`src/rtl/be_mem_pkg.sv`:
```
package be_mem_pkg;
  typedef enum logic [1:0] {
    SZ_BYTE  = 2'b00,
    SZ_HALF  = 2'b01,
    SZ_WORD  = 2'b10,
    SZ_WORD2 = 2'b11
  } acc_size_e;

  localparam int unsigned LANES  = 4;
  localparam int unsigned LANE_W = 8;
  localparam int unsigned WORD_W = LANES * LANE_W;
endpackage

```
`src/rtl/be_align_chk.sv`:
```
module be_align_chk
  import be_mem_pkg::*;
(
  input  acc_size_e  size_i,
  input  logic [1:0] off_i,
  output logic       misal_o
);
  always_comb begin
    unique case (size_i)
      SZ_BYTE: misal_o = 1'b0;
      SZ_HALF: misal_o = off_i[0];
      default: misal_o = |off_i;
    endcase
  end
endmodule

```
`src/rtl/be_store_lanes.sv`:
```
module be_store_lanes
  import be_mem_pkg::*;
(
  input  acc_size_e          size_i,
  input  logic [1:0]         off_i,
  input  logic               en_i,
  input  logic [WORD_W-1:0]  wdata_i,
  output logic [LANES-1:0]   be_o,
  output logic [WORD_W-1:0]  data_o
);
  // lane g holds bits [8g+7:8g]; byte offset k lives in lane 3-k
  logic [LANES-1:0] mask;

  always_comb begin
    unique case (size_i)
      SZ_BYTE: begin
        mask   = 4'b1000 >> off_i;
        data_o = {LANES{wdata_i[LANE_W-1:0]}};
      end
      SZ_HALF: begin
        mask   = off_i[1] ? 4'b0011 : 4'b1100;
        data_o = {2{wdata_i[2*LANE_W-1:0]}};
      end
      default: begin
        mask   = '1;
        data_o = wdata_i;
      end
    endcase
    be_o = en_i ? mask : '0;
  end
endmodule

```
`src/rtl/be_load_extract.sv`:
```
module be_load_extract
  import be_mem_pkg::*;
(
  input  logic [WORD_W-1:0] word_i,
  input  acc_size_e         size_i,
  input  logic [1:0]        off_i,
  input  logic              sext_i,
  input  logic              misal_i,
  output logic [WORD_W-1:0] rdata_o
);
  logic [LANE_W-1:0]   byte_v;
  logic [2*LANE_W-1:0] half_v;

  // offset k selects bits starting at 8*(3-k), i.e. {~k,3'b0}
  assign byte_v = word_i[{~off_i, 3'b000} +: LANE_W];
  assign half_v = off_i[1] ? word_i[2*LANE_W-1:0] : word_i[WORD_W-1:2*LANE_W];

  always_comb begin
    if (misal_i) begin
      rdata_o = '0;
    end else begin
      unique case (size_i)
        SZ_BYTE: rdata_o = {{(WORD_W-LANE_W){sext_i & byte_v[LANE_W-1]}}, byte_v};
        SZ_HALF: rdata_o = {{(WORD_W-2*LANE_W){sext_i & half_v[2*LANE_W-1]}}, half_v};
        default: rdata_o = word_i;
      endcase
    end
  end
endmodule

```
`src/rtl/be_data_mem.sv`:
```
module be_data_mem
  import be_mem_pkg::*;
#(
  parameter int unsigned ADDR_W  = 32,
  parameter int unsigned WORD_AW = 6
) (
  input  logic              clk_i,
  input  logic              rst_ni,
  input  logic [ADDR_W-1:0] addr_i,
  input  logic [1:0]        size_i,
  input  logic              we_i,
  input  logic              sext_i,
  input  logic [31:0]       wdata_i,
  output logic [31:0]       rdata_o,
  output logic              err_o,
  input  logic [ADDR_W-1:0] iaddr_i,
  output logic [31:0]       instr_o,
  output logic              ierr_o
);
  localparam int unsigned DEPTH = 1 << WORD_AW;
  localparam int unsigned IDX_HI = WORD_AW + 1;

  acc_size_e           dsize;
  logic [WORD_AW-1:0]  didx, iidx;
  logic [LANES-1:0]    be;
  logic [WORD_W-1:0]   lane_data, dword, iword;
  logic                dmisal, imisal;
  logic                unused_hi;

  assign dsize = acc_size_e'(size_i);
  assign didx  = addr_i[IDX_HI:2];
  assign iidx  = iaddr_i[IDX_HI:2];
  assign unused_hi = ^{addr_i[ADDR_W-1:IDX_HI+1], iaddr_i[ADDR_W-1:IDX_HI+1]};

  be_align_chk u_dchk (.size_i(dsize),   .off_i(addr_i[1:0]),  .misal_o(dmisal));
  be_align_chk u_ichk (.size_i(SZ_WORD), .off_i(iaddr_i[1:0]), .misal_o(imisal));

  be_store_lanes u_st (
    .size_i (dsize),
    .off_i  (addr_i[1:0]),
    .en_i   (we_i & ~dmisal),
    .wdata_i(wdata_i),
    .be_o   (be),
    .data_o (lane_data)
  );

  for (genvar g = 0; g < LANES; g++) begin : g_lane
    logic [LANE_W-1:0] lane_q [DEPTH];

    always_ff @(posedge clk_i or negedge rst_ni) begin
      if (!rst_ni) begin
        for (int i = 0; i < DEPTH; i++) lane_q[i] <= '0;
      end else if (be[g]) begin
        lane_q[didx] <= lane_data[g*LANE_W +: LANE_W];
      end
    end

    assign dword[g*LANE_W +: LANE_W] = lane_q[didx];
    assign iword[g*LANE_W +: LANE_W] = lane_q[iidx];
  end

  be_load_extract u_ld (
    .word_i (dword),
    .size_i (dsize),
    .off_i  (addr_i[1:0]),
    .sext_i (sext_i),
    .misal_i(dmisal),
    .rdata_o(rdata_o)
  );

  assign err_o   = dmisal;
  assign ierr_o  = imisal;
  assign instr_o = imisal ? '0 : iword;

  a_r5_half_odd: assert property (@(posedge clk_i) disable iff (!rst_ni)
    (size_i == 2'b01 && addr_i[0]) |-> (err_o && rdata_o == '0));
  a_r5_word_unal: assert property (@(posedge clk_i) disable iff (!rst_ni)
    (size_i[1] && addr_i[1:0] != 2'b00) |-> (err_o && rdata_o == '0));
  a_r4_byte_lane: assert property (@(posedge clk_i) disable iff (!rst_ni)
    (size_i == 2'b00) |-> ($countones(be) <= 1));
  a_r6_misal_hold: assert property (@(posedge clk_i) disable iff (!rst_ni)
    (we_i && err_o) |=> (didx != $past(didx) || dword == $past(dword)));
  a_r7_zext: assert property (@(posedge clk_i) disable iff (!rst_ni)
    (size_i == 2'b00 && !sext_i) |-> (rdata_o[31:8] == '0));
  a_r7_sext: assert property (@(posedge clk_i) disable iff (!rst_ni)
    (size_i == 2'b00 && sext_i) |-> (rdata_o[31:8] == {24{rdata_o[7]}}));
  a_r8_raw: assert property (@(posedge clk_i) disable iff (!rst_ni)
    (we_i && !err_o && size_i[1]) |=>
      (addr_i != $past(addr_i) || !size_i[1] || rdata_o == $past(wdata_i)));
  a_r9_fetch_unal: assert property (@(posedge clk_i) disable iff (!rst_ni)
    (iaddr_i[1:0] != 2'b00) |-> (ierr_o && instr_o == '0));
endmodule

```
`config.mk`:
```
export PLATFORM = sky130hd
export DESIGN_NAME = be_data_mem
export DESIGN_NICKNAME = d
export VERILOG_FILES = /design/src/rtl/be_mem_pkg.sv /design/src/rtl/be_align_chk.sv /design/src/rtl/be_store_lanes.sv /design/src/rtl/be_load_extract.sv /design/src/rtl/be_data_mem.sv
export SDC_FILE = /design/constraint.sdc
export NUM_CORES = 2
export LEC_CHECK = 0
export BUFFER_PORTS_ARGS = -buffer_cell sky130_fd_sc_hd__buf_2
export CORE_MARGIN = 5
export CORE_UTILIZATION = 50
export CTS_CLUSTER_DIAMETER = 80
export DETAILED_ROUTE_END_ITERATION = 16
export PLACE_DENSITY = 0.63
export REMOVE_ABC_BUFFERS = 1
export SLEW_MARGIN = 30
export SYNTH_ARGS = -nofsm -noshare
export SYNTH_HDL_FRONTEND = slang
export SYNTH_HIERARCHICAL = 1
export SYNTH_SLANG_ARGS = --single-unit
```
`constraint.sdc`:
```
create_clock -name clk_i -period 6 [get_ports clk_i]
set_clock_uncertainty 0.15 [all_clocks]
set_input_delay 1.2 -clock clk_i [delete_from_list [all_inputs] [get_ports clk_i]]
set_output_delay 1.2 -clock clk_i [all_outputs]
set_load 0.02 [all_outputs]
```
==> impl_metrics.ini <==
[synth]
avgSynthCellArea_um2 = 13.9
postSynth.asyncResetShare = 1.00
synth-main-ff-cell = dfrtp_1
synth_top_family_by_area = multiplexers
synth-edff-count = 0
synth_compound_area_frac = 0.0733
syn_inst = 8060
synth.distinct_cells = 76
synth.area.mux_share = 0.397
synth-xor-area-share = 0
synthAdderAreaFrac = 0
synth_area_um2 = 112000
synth-warning-count = 6
ys_seq_area_frac = 0.459
yosys.area_share.simple = 0.0361
ys_seq_elements = 2048

[die]
row_count = 173
coreArea_um2 = 222000
initial_utilization = 0.502
die_w_um = 483
dieArea_um2 = 233000
io_pins = 168
fp.dieH_um = 483

[clocking]
path_clk_slew_ps = 60
clock_latency_ps = 900
htreeDepth = 4
cts_hold_buf = 0
cts_buffers = 224
tritoncts = yes
ctsRootBufferMaster = clkbuf_16
cts_buffer_depth = 3
tritoncts_num_sinks = 2048

[place]
place.gp.congestion = 0.992
dp_hpwl_mm = 311
placed_cells = 11200
portBuffers = 119
dp_slack_ps = -267

[power]
p_seq_frac = 0.428
switching_share = 0.277
power.share.clock = 0.417
power_frac_comb = 0.155
irDropWorstVdd_mv = 0.278
power.net_switching_w = 0.0101
p_int_w = 0.0263
p_per_area_nw_per_um2 = 282
finalPower_w = 0.0364
power_leakage_nw = 59.0

[min_path]
holdCritPathClass = input pin to asynchronous set/reset pin

[finish]
fillCellCount = 17800
drive_gt1_frac = 0.512
largest_reg_flops = 2048
top_regs = g_lane.lane_q x2048
layout.cells.non_filler = 11600
nets = 8564
syn2layout_area_growth_pct = 15.6
regMostFlops = g_lane.lane_q

[timing]
fin_crit_ps = 6050
final_hold_viol_count = 0
setup_viol = 15
slew_headroom = 0.243
fin_tns_setup_ps = -393
drv_slew = 0
setup_ws_ps = -53.0
worst_pin_slew_ps = 1130
fmax_mhz = 165
period_share = 1.01

[critical_path]
critPathCaptureType = output pin
reg2regPathDepth = 1
cp_max_fo = 19
required_ps = 4650
crit_path_start = addr_i[4]
r2r_start = g_lane[1].lane_q[506]
cp.arrival_ps = 4700
critPathLaunchType = input pin
crit_end = rdata_o[28]
rrSetupSlack_ps = 5020
critical_path_class = input pin to output pin
reg2reg_to = g_lane[1].lane_q[506]

[route]
drt_iter0_markers = 9860
drc = 0
dr.pass1.iters = 8
vias = 82600
wl_per_cell_um = 38.9
routed_via_density = 7.09
ant_nets = 0
wl_mm = 453

[outcome]
failed_checks = negative setup slack
outcome = finished, violations left

[global_routing]
grt_util_all_layers = 0.385
grt_first_pass_wirelength_mm = 640
antenna_found_initial = 37
grt_pass1_vias = 82400
grt-ovfl-total = 0
grt_max_degree = 162

[run]
drv_cap = 0
## power groups by stage
stage | Combinational (W) | Clock [W] | Sequential, W
floorplan | 0.00265 | 0 | 0.0155
global placement | 0.00530 | 0 | 0.0157
detailed placement | 0.00539 | 0 | 0.0158
CTS | 0.00544 | 0.0153 | 0.0156
global route | 0.00583 | 0.0158 | 0.0157
finish | 0.00565 | 0.0152 | 0.0156
## how the worst min path moves through the flow
stage	to	cells after the start	slack, ps
floorplan	g_lane[1].lane_q[474]	1	340
global placement	g_lane[1].lane_q[195]	1	350
detailed placement	g_lane[1].lane_q[207]	1	360
CTS	g_lane[0].lane_q[7]	1	50
global route	g_lane[0].lane_q[7]	1	70
finish	g_lane[0].lane_q[7]	1	90
## cells in the mapped netlist (all sizes together) (9+ instances only)
| library cell | instances | area (µm²) |
|---|---|---|
| nand3 | 27 | 135 |
| a221o | 47 | 470 |
| nor2b | 35 | 219 |
| a221oi | 219 | 1960 |
| inv | 11 | 41.3 |
| nand4 | 14 | 87.6 |
| nand2 | 365 | 1390 |
| a22oi | 183 | 1390 |
| nor2 | 274 | 1380 |
| a21oi | 172 | 861 |
| mux4 | 698 | 15700 |
| clkbuf | 317 | 1190 |
| mux2i | 371 | 3710 |
| o21ai | 138 | 691 |
| o22a | 13 | 114 |
| dfrtp | 2048 | 51200 |
| and3 | 21 | 131 |
| a22o | 40 | 350 |
| nor3 | 22 | 115 |
| o22ai | 131 | 820 |
| o2bb2ai | 17 | 149 |
| a31oi | 29 | 181 |
| or4 | 17 | 128 |
| a211oi | 36 | 270 |
| nand2b | 9 | 56.3 |
| o211ai | 34 | 255 |
| o221ai | 21 | 184 |
| mux2 | 2211 | 24900 |
| buf | 426 | 2600 |
| and2 | 27 | 171 |
| or2 | 9 | 56.3 |
| a222oi | 11 | 110 |
## placed cells by master, fill, tap and decap left out, types with 14 or more instances in the layout
master	n
diode_2	18
nor3_1	20
a221o_1	47
o2bb2ai_1	17
a221oi_2	14
o22ai_1	130
a221oi_1	205
o21ai_0	123
o221ai_1	21
a21oi_1	170
mux2_2	2193
o211ai_1	34
clkbuf_1	43
mux2i_1	370
nor2_2	137
dfrtp_1	2048
and2_1	22
a31oi_1	29
buf_2	108
nor2b_1	24
and3_1	20
a22oi_1	179
a22o_1	40
bufinv_16	34
nand2_1	355
buf_4	631
buf_16	16
mux4_2	698
clkbuf_8	56
nor2_1	127
clkinv_2	32
buf_12	138
clkbuf_16	231
nand4_1	14
nand3_1	25
a211oi_1	35
## per-layer routing
metal | share of wire | global-route usage | vias to the layer above
li1 | - | - | 32100
met1 | 0.38 | 0.512 | 43900
met2 | 0.42 | 0.542 | 5203
met3 | 0.12 | 0.122 | 1350
met4 | 0.084 | 0.258 | 30
met5 | 0.00045 | 0 | -
## cell families after synthesis
logic type,count (synthesis)
flip-flops,2048
other,2
multiplexers,3280
AND/OR/NAND/NOR,840
buffers and inverters,754
AO/OA/AOI/OAI,1136
## metrics by stage
stage | hold WS (ps) | area, µm² | utilization
detailed placement | 359 | 120000 | 0.539
floorplan | 339 | 108000 | -
global placement | 349 | 120000 | 0.539
finish | 88.3 | 129000 | 0.580
global route | 73.4 | 129000 | 0.580
CTS | 52.6 | 128000 | 0.576
## timing repair
item | CTS | global route
pin swaps | 1 | 9
endpoints found under the hold margin | 0 | 0
gates resized for setup | 13 | 55
gates cloned | 1 | 8
endpoints found under the setup margin | 31 | 31
buffers inserted | 9 | 37
## worst max-delay path, stage by stage
cell and delay (ps):
buf_12 140, buf_12 190, and2_4 320, buf_4 330
nand2_1 110, o21ai_0 100, o21ai_0 310, a21oi_1 110
or4_4 510, buf_4 180, mux2_4 300, a22oi_4 300
clkbuf_16 220, o211ai_1 90, buf_4 200
## cell type report
| cell class | count | area (µm²) | area share |
|---|---|---|---|
| Multi-Input combinational cell | 5260 | 57000 | 0.442 |
| Sequential cell | 2048 | 51200 | 0.397 |
| Timing Repair Buffer | 917 | 8870 | 0.0687 |
| Clock buffer | 324 | 6560 | 0.0509 |
| Tap cell | 2975 | 3720 | 0.0288 |
| Clock inverter | 91 | 1520 | 0.0118 |
| Inverter | 11 | 56.3 | 0.000436 |
| Antenna cell | 18 | 45.0 | 0.000349 |
Note: power is estimated with default switching activity, not from simulation.
